--- src/rtl/tmr_updown_core.sv ---
module tmr_updown_core #(
  parameter int CW = 8
) (
  input  logic          clk,
  input  logic          rst_n,
  input  logic [2:0]    clk_sel,
  input  logic [3:0]    pre_en,
  input  logic          ext_in,
  input  logic [2:0]    mode,
  input  logic [CW-1:0] cmp_a,
  input  logic          cnt_we,
  input  logic [CW-1:0] cnt_wdata,
  input  logic          ovf_clr,
  output logic [CW-1:0] cnt,
  output logic          at_top,
  output logic          at_bottom,
  output logic          ovf_flag
);
  localparam logic [CW-1:0] MAXV = '1;
  localparam logic [CW-1:0] BOTV = '0;
  localparam logic [CW-1:0] ONE  = CW'(1);

  logic sy1, sy2, sy3;
  always_ff @(posedge clk or negedge rst_n)
    if (!rst_n) {sy1, sy2, sy3} <= '0;
    else        {sy1, sy2, sy3} <= {ext_in, sy1, sy2};

  wire ext_rise = sy2 & ~sy3;
  wire ext_fall = ~sy2 & sy3;

  logic tick;
  always_comb
    case (clk_sel)
      3'd1:    tick = 1'b1;
      3'd2:    tick = pre_en[0];
      3'd3:    tick = pre_en[1];
      3'd4:    tick = pre_en[2];
      3'd5:    tick = pre_en[3];
      3'd6:    tick = ext_fall;
      3'd7:    tick = ext_rise;
      default: tick = 1'b0;
    endcase

  wire is_tri  = (mode == 3'd1) || (mode == 3'd5);
  wire is_ctc  = (mode == 3'd2);
  wire top_cmp = (mode == 3'd2) || (mode == 3'd5);
  wire [CW-1:0] top_val = top_cmp ? cmp_a : MAXV;

  logic          dir_dn;
  logic          go_dn;
  logic [CW-1:0] nxt;
  logic          ovf_set;

  always_comb begin
    go_dn   = dir_dn;
    nxt     = cnt + ONE;
    ovf_set = 1'b0;
    if (is_tri) begin
      if (cnt == top_val)   go_dn = 1'b1;
      else if (cnt == BOTV) go_dn = 1'b0;
      if (top_val == BOTV)  nxt = BOTV;
      else if (go_dn)       nxt = cnt - ONE;
      ovf_set = tick && (nxt == BOTV) && (cnt != BOTV);
    end else if (is_ctc) begin
      if (cnt == cmp_a) nxt = BOTV;
    end else begin
      ovf_set = tick && (cnt == MAXV);
    end
  end

  always_ff @(posedge clk or negedge rst_n)
    if (!rst_n)      cnt <= BOTV;
    else if (cnt_we) cnt <= cnt_wdata;
    else if (tick)   cnt <= nxt;

  always_ff @(posedge clk or negedge rst_n)
    if (!rst_n)                 dir_dn <= 1'b0;
    else if (!is_tri)           dir_dn <= 1'b0;
    else if (tick && !cnt_we)   dir_dn <= go_dn;

  always_ff @(posedge clk or negedge rst_n)
    if (!rst_n)                  ovf_flag <= 1'b0;
    else if (ovf_set && !cnt_we) ovf_flag <= 1'b1;
    else if (ovf_clr)            ovf_flag <= 1'b0;

  assign at_top    = (cnt == top_val);
  assign at_bottom = (cnt == BOTV);
endmodule


--- config.mk ---
export PLATFORM = sky130hd
export DESIGN_NAME = tmr_updown_core
export DESIGN_NICKNAME = d
export VERILOG_FILES = /design/src/rtl/tmr_updown_core.sv
export SDC_FILE = /design/constraint.sdc
export NUM_CORES = 1
export LEC_CHECK = 0
export ABC_AREA = 1
export BUFFER_PORTS_ARGS = -buffer_cell sky130_fd_sc_hd__buf_2
export CORE_UTILIZATION = 50
export CTS_BUF_LIST = sky130_fd_sc_hd__clkbuf_16
export DETAILED_ROUTE_END_ITERATION = 16
export PLACE_DENSITY_LB_ADDON = 0.3
export SLEW_MARGIN = 20
export SYNTH_ARGS = -nofsm -noshare
export SYNTH_HDL_FRONTEND = slang
export SYNTH_SLANG_ARGS = --single-unit
--- constraint.sdc ---
create_clock -name clk -period 2.32 [get_ports clk]
set_input_delay 0.232 -clock clk [delete_from_list [all_inputs] [get_ports clk]]
set_output_delay 0.232 -clock clk [all_outputs]
set_load 0.005 [all_outputs]
# After elaboration in Yosys (flattened, before gate mapping)
# Index checks and enable logic that the tools add are counted.
word_totals:
  ff_bits: 13
  inputBits: 31
  out_inout_bits: 11
  wordCells: 59
classes:
  n_addsub: 2
  n_eq_ne: 14
  n_mux: 19
  bitwise_logic: 4
  n_reduce_logical: 14
op_table:
  columns: ["op", "count"]
  rows:
  - ["$mux 8", 9]
  - ["$logic_not 8->1", 3]
  - ["$eq 8x8->1", 2]
  - ["$eq 3x3->1 const B", 5]
  - ["$eq 3x2->1 const B", 3]
  - ["$mux 1", 9]
  - ["$add 8x1->8 const B", 1]
  - ["$eq 8x8->1 const B", 1]
  - ["$reduce_bool 8->1", 1]
  - ["$sub 8x1->8 const B", 1]
  - ["$pmux 1 s7", 1]
  - ["$eq 3x1->1 const B", 2]
  - ["$logic_and 1x1->1", 5]
  - ["$reduce_bool 2->1", 2]
  - ["$and 1x1->1", 2]
  - ["$logic_or 1x1->1", 2]
  - ["$ne 2x1->1 const B", 1]
  - ["$not 1->1", 2]
  - ["$logic_not 1->1", 1]

# Logic depth before layout (Yosys ltp)
depth:
  word_depth: 15
  ltp_mapped: 20
  ltp_nobuf: 19

# Least setup slack after synthesis
# OpenSTA, ideal clock, no wires.
synth_path:
  path_type: "register to register"
  startpoint: "register cnt[4]"
  endpoint: "register ovf_flag"
  setup_ps: 117
  t_arrival_ps: 1623
  slack_ps: 581
  path_stages_with_launch: 18
  n_path_buf: 1
  cell_sequence: "dfrtp_1 buf_2 xnor2_1 nand2_1 nand2_1 nand3_1 nor2_2 nand3_4 nand2_4 nand2_1 nand2_1 nand2_1 nand2_1 nor2_1 nand2_1 nand2_1 nand2_1 nand2_1"
synth_between:
  elab_chain_len: 13
  elab_cells_between_ends: 21
  cone_classes: "add/sub: 2; eq/ne: 2; mux: 9; reduce/logical: 8"
synth_lines:
  columns: ["item", "line", "source"]
  rows:
  - ["start: declaration", "14", "output logic [CW-1:0] cnt,"]
  - ["start signal: assignment", "73", "else if (cnt_we) cnt <= cnt_wdata;"]
  - ["start signal: assignment", "74", "else if (tick) cnt <= nxt;"]
  - ["parallel branches: the longest is 10 deep, another holds $add 8x1->8", null, null]
  - ["$mux 1 *", "58", "if (is_tri) begin"]
  - ["$logic_and 1x1->1 *", "83", "else if (ovf_set && !cnt_we) ovf_flag <= 1'b1;"]
  - ["$mux 1 or $reduce_bool 2->1 (tied branches)", null, null]
  - ["end signal: assignment", "82", "if (!rst_n) ovf_flag <= 1'b0;"]
  - ["end signal: assignment", "83", null]
  - ["end signal: assignment", "84", "else if (ovf_clr) ovf_flag <= 1'b0;"]
  - ["end: declaration", "17", "output logic ovf_flag"]
# Every way passes the cells marked *. The select of a mux whose other input is x is not followed.
# A chain may end at the register's enable or synchronous reset.

# Worst setup path in the final report
layout_path:
  startpoint: "register cnt[2]"
  endpoint: "register ovf_flag"
# Same word-level chain as after synthesis.

==> results <==
- The Yosys step of the flow raised 0 warnings.
- Entering global routing, the biggest net connects 14 pins.
- After synthesis, the cell types taking the most area are sky130_fd_sc_hd__dfrtp_1 (21%), sky130_fd_sc_hd__nand2_1 (15%), sky130_fd_sc_hd__nand3_1 (11%).
- The worst reg-to-reg setup slack is 280 ps.
- Counting the fill cells in the layout gives 268.
- CTS built an H-tree with a depth of 1.
- The number of clock buffers added by TritonCTS is 3.
- In this run the post-CTS setup repair buffer count came out at 0.
- The min-delay analysis places its worst path in the category in -> reg.
- The checks that failed: DRC.
- The core area is 2830 sq um.
- Setup violations remaining at the end of the flow were counted as 0.
- For the worst setup path, the data arrival time is roughly 2200 ps.
- The worst slew margin relative to its limit is 0.758.
- The number of antenna cells inserted is 0.
- The total congestion overflow is 0.
- The cell depth of the worst min-delay path is 1.
- For this run, the detailed router's first-pass iteration total came to 11.
- For this run, the total global-route usage over all layers was measured as 0.300.
- The port buffer count is 41.
- The fraction of final layout cells with drive strength greater than 1 is 0.267.
- The accumulated negative setup slack is 0 ps.
- The layout overhead on the synthesized area is 20.8%.
- The first global-routing pass estimated about 7600 um of wire.
- The startpoint of the worst-slack reg-to-reg timing path is cnt[2].
- The TritonCTS clock tree is yes.
- The completed layout was analyzed and its total power is 0.00115 W.
- Synthesis produced 246 cells.
- The proportion of power drawn by the clock network is 0.285.
- The mean cell area of the mapped netlist is around 6.2 sq um.
- The max-slew violation count is 0.
- In the final layout, the multi-input gates occupy 1020 sq um.
- Summed over all nets, the switching power comes to 0.000463 W.
- In the synthesized netlist the dominant register cell turns out to be sky130_fd_sc_hd__dfrtp_1.
- IR analysis of the VDD net gives a maximum drop of 550 uV.
- In the final design database the tool counted 323 nets.
- In this run the horizontal extent of the chip is 57.4 um.
- The timing-limited maximum frequency is 0.491 GHz.
- For this block, the via count after detailed routing is 1,800.
- Of the post-synthesis cell area, the dominant cell type holds 0.212.
- Cell internal power was estimated by the tool at between 0.0006 and 0.0007 W.
- The effective utilization at floorplan is 0.543.
- In this run the static leakage power is 1.02 nW.
- Summed over all instances, the cell type with the most area after synthesis is sky130_fd_sc_hd__dfrtp_1.
- CTS saw 13 sinks.
- The initialized floorplan defines 19 standard-cell rows.
- The maximum buffer depth of the clock tree is 2.
- The max-cap violation count is 0.
- The register area share after synthesis is 0.212.
- In this run, synthesis inferred 0 flip-flops with an integrated enable.
- The final wirelength is 4440 um.
- Once detailed placement completed, the half-perimeter wirelength came to between 3000 and 4000 um.
- The via-per-instance ratio is 5.64.
- The measured slew at the worst slew-check pin is 359 ps.
- The setup path with the least slack is of type reg -> reg.
- Counting flops and latches in the post-synthesis netlist gives 13.
- At the later pin of the worst-skew pair, clock insertion delay measures roughly 240 ps.
- The via count of the first global-routing pass is 1,736.
- In the final routed layout, each cell accounts on average for 13.9 um.
- The logic gate share of total power is 0.437.
- STA classifies the critical path startpoint as a flip-flop.
- The number of hold violations in the final report is 0.
- After the first detailed-routing iteration, the DRC count stood at 112.
- Of the available clock period, the critical path in the final layout requires 0.877.
- The initial antenna violation count came to 0.
- Setup repair after global routing left no endpoint under its margin.
- After clock tree synthesis, the clock-pin slew on the worst setup and hold paths is ~40 ps.
- The worst setup path is captured at a flip-flop.
- In the synthesized netlist the async set-or-reset flop fraction comes to 1.00.
- The terminus of the critical flop-to-flop path is ovf_flag.
- The remaining design rule violation count is 2.
- Across the whole layout, storage elements account for 328 sq um.
- The worst hold path endpoint is sy1.
- For this design the ratio of total power to cell area is about 620 nW/um^2.
- The number of nets handed over by synthesis was 280.
- On the final layout, the worst clock skew is 2.52 ps.
- The worst-path maximum fanout is 10.
- The number of routed nets with antenna violations is 0.
- In this run the clock root is driven by a sky130_fd_sc_hd__clkbuf_16.
- Pin placement for this block handled 42 I/O pins.
- The floorplan step set the die height to 57.4 um.
- The netlist uses 36 different library cells.
- The number of cells on the worst reg-to-reg path is 19.
- The startpoint identified for the worst hold timing path is ext_in.
- The run finished, with violations left.
- The netlist area before placement is 1540 sq um.
- Of the total power, registers draw 0.278.
- For the finished layout, the period the worst path requires is 2040 ps.
- The die covers 3300 sq um.
- At the worst endpoint, the required time is 2460 ps.
- Of the total power, the share spent switching nets is 0.403.
- The final weighted congestion in routability-driven placement is 0.937.
-- state kept, by name, summed over array words and instances (netlist names) --
signal    cells
cnt           8
dir_dn        1
sy3           1
sy2           1
ovf_flag      1
sy1           1
-- per-stage QoR --
step,std cells,util,setup WS [ps],area [sq um],hold slack (ps)
after floorplan,246,-,581,1540,-63.6
after global placement,314,0.623,197,1760,128
after detailed placement,314,0.623,200,1760,130
after CTS,319,0.655,198,1850,95.8
after global routing,319,0.656,96.2,1860,99.0
final,319,0.656,285,1860,98.0
-- kinds of logic (layout without fill, tap and decap cells) --
kind of cell               after synthesis  after routing  synth area share
and+or+nand+nor                        139            139             0.439
adders and majority gates                3              3            0.0244
AOI/OAI and AO/OA                       29             29             0.114
DFF                                     13             13             0.212
buffers and inverters                   48             90             0.126
xor gates and xnor gates                14             14            0.0847
-- worst max-delay path, cell delays in order (launching register included) --
cell and delay (ps):
sky130_fd_sc_hd__dfrtp_2 490, sky130_fd_sc_hd__inv_2 90, sky130_fd_sc_hd__nand2_1 90, sky130_fd_sc_hd__nand2_1 70, sky130_fd_sc_hd__nor2_1 90, sky130_fd_sc_hd__nand2_1 60, sky130_fd_sc_hd__clkinv_1 50, sky130_fd_sc_hd__nand2_2 60
sky130_fd_sc_hd__nor2_4 100, sky130_fd_sc_hd__nand3_4 150, sky130_fd_sc_hd__nand2_4 130, sky130_fd_sc_hd__nand2_1 90, sky130_fd_sc_hd__nand2_1 70, sky130_fd_sc_hd__nand2_1 60, sky130_fd_sc_hd__nand2_1 80, sky130_fd_sc_hd__nor2_1 40
sky130_fd_sc_hd__nand2_1 50, sky130_fd_sc_hd__nand2_1 50, sky130_fd_sc_hd__nand2_1 60, sky130_fd_sc_hd__nand2_1 40
-- placed cells by master, fill, tap and decap left out, drive strengths merged, types with 2 or more instances in the layout --
cell    synthesis  routed
nand2          68      68
buf             4      44
inv            39      39
nand3          38      38
nor2           20      20
o21ai          15      15
dfrtp          13      13
xor2           10      10
o211ai          7       7
xnor2           4       4
or2             4       4
nand4           3       3
ha              3       3
clkbuf          3       3
clkinv          2       3
nor3            3       3
o21bai          2       2
a21oi           2       2
-- area by class of cell --
type	count	share of cell area
multi-input cells	185	0.548
flip-flops and latches	13	0.177
repair buffers	45	0.128
inverters	41	0.0829
clock buffers	3	0.0405
well taps	31	0.0209
clock inverters	1	0.00270
-- what timing repair did --
item,4_1_cts,5_1_grt
hold endpoints to repair,13,0
gates resized for setup,0,2
setup endpoints to repair,0,1
hold buffers,1,0
-- per-layer routing --
layer / vias to the layer above / track usage / routed length [um]
li1: 873 / - / -
met1: 812 / 0.380 / 1800
met2: 106 / 0.512 / 2160
met3: 9 / 0.0340 / 368
met4: 0 / 0.132 / 108
met5: - / 0 / 0
-- synthesized netlist by cell type, types with 2 or more instances --
| cell type | instances |
|---|---|
| sky130_fd_sc_hd__clkinv_1 | 2 |
| sky130_fd_sc_hd__nand2_4 | 2 |
| sky130_fd_sc_hd__o211ai_1 | 7 |
| sky130_fd_sc_hd__nor3_2 | 2 |
| sky130_fd_sc_hd__nor2_1 | 18 |
| sky130_fd_sc_hd__xnor2_1 | 4 |
| sky130_fd_sc_hd__inv_2 | 8 |
| sky130_fd_sc_hd__or2_2 | 4 |
| sky130_fd_sc_hd__nand3_1 | 33 |
| sky130_fd_sc_hd__nand2_1 | 63 |
| sky130_fd_sc_hd__dfrtp_1 | 13 |
| sky130_fd_sc_hd__buf_2 | 2 |
| sky130_fd_sc_hd__o21ai_1 | 2 |
| sky130_fd_sc_hd__xor2_1 | 9 |
| sky130_fd_sc_hd__nand2_2 | 3 |
| sky130_fd_sc_hd__o21ai_0 | 13 |
| sky130_fd_sc_hd__a21oi_1 | 2 |
| sky130_fd_sc_hd__clkbuf_1 | 3 |
| sky130_fd_sc_hd__inv_1 | 31 |
| sky130_fd_sc_hd__nand4_1 | 3 |
| sky130_fd_sc_hd__ha_1 | 3 |
| sky130_fd_sc_hd__o21bai_1 | 2 |
| sky130_fd_sc_hd__nand3_2 | 4 |
-- power by group through the flow --
stage / registers (W) / clock network [W] / logic (W)
2_1_floorplan: 0.000286 / 0 / 0.000373
3_3_place_gp: 0.000317 / 0 / 0.000491
3_5_place_dp: 0.000318 / 0 / 0.000490
4_1_cts: 0.000315 / 0.000331 / 0.000496
5_1_grt: 0.000324 / 0.000342 / 0.000560
6_report: 0.000320 / 0.000327 / 0.000502
-- worst max-delay path by stage --
stage / startpoint / to / cells past startpoint
after floorplan: cnt[4] / ovf_flag / 17
after global placement: cnt[2] / ovf_flag / 19
after detailed placement: cnt[2] / ovf_flag / 19
after CTS: cnt[2] / ovf_flag / 19
after global routing: cnt[2] / ovf_flag / 18
final: cnt[2] / ovf_flag / 19
(Power assumes the default switching activity.)
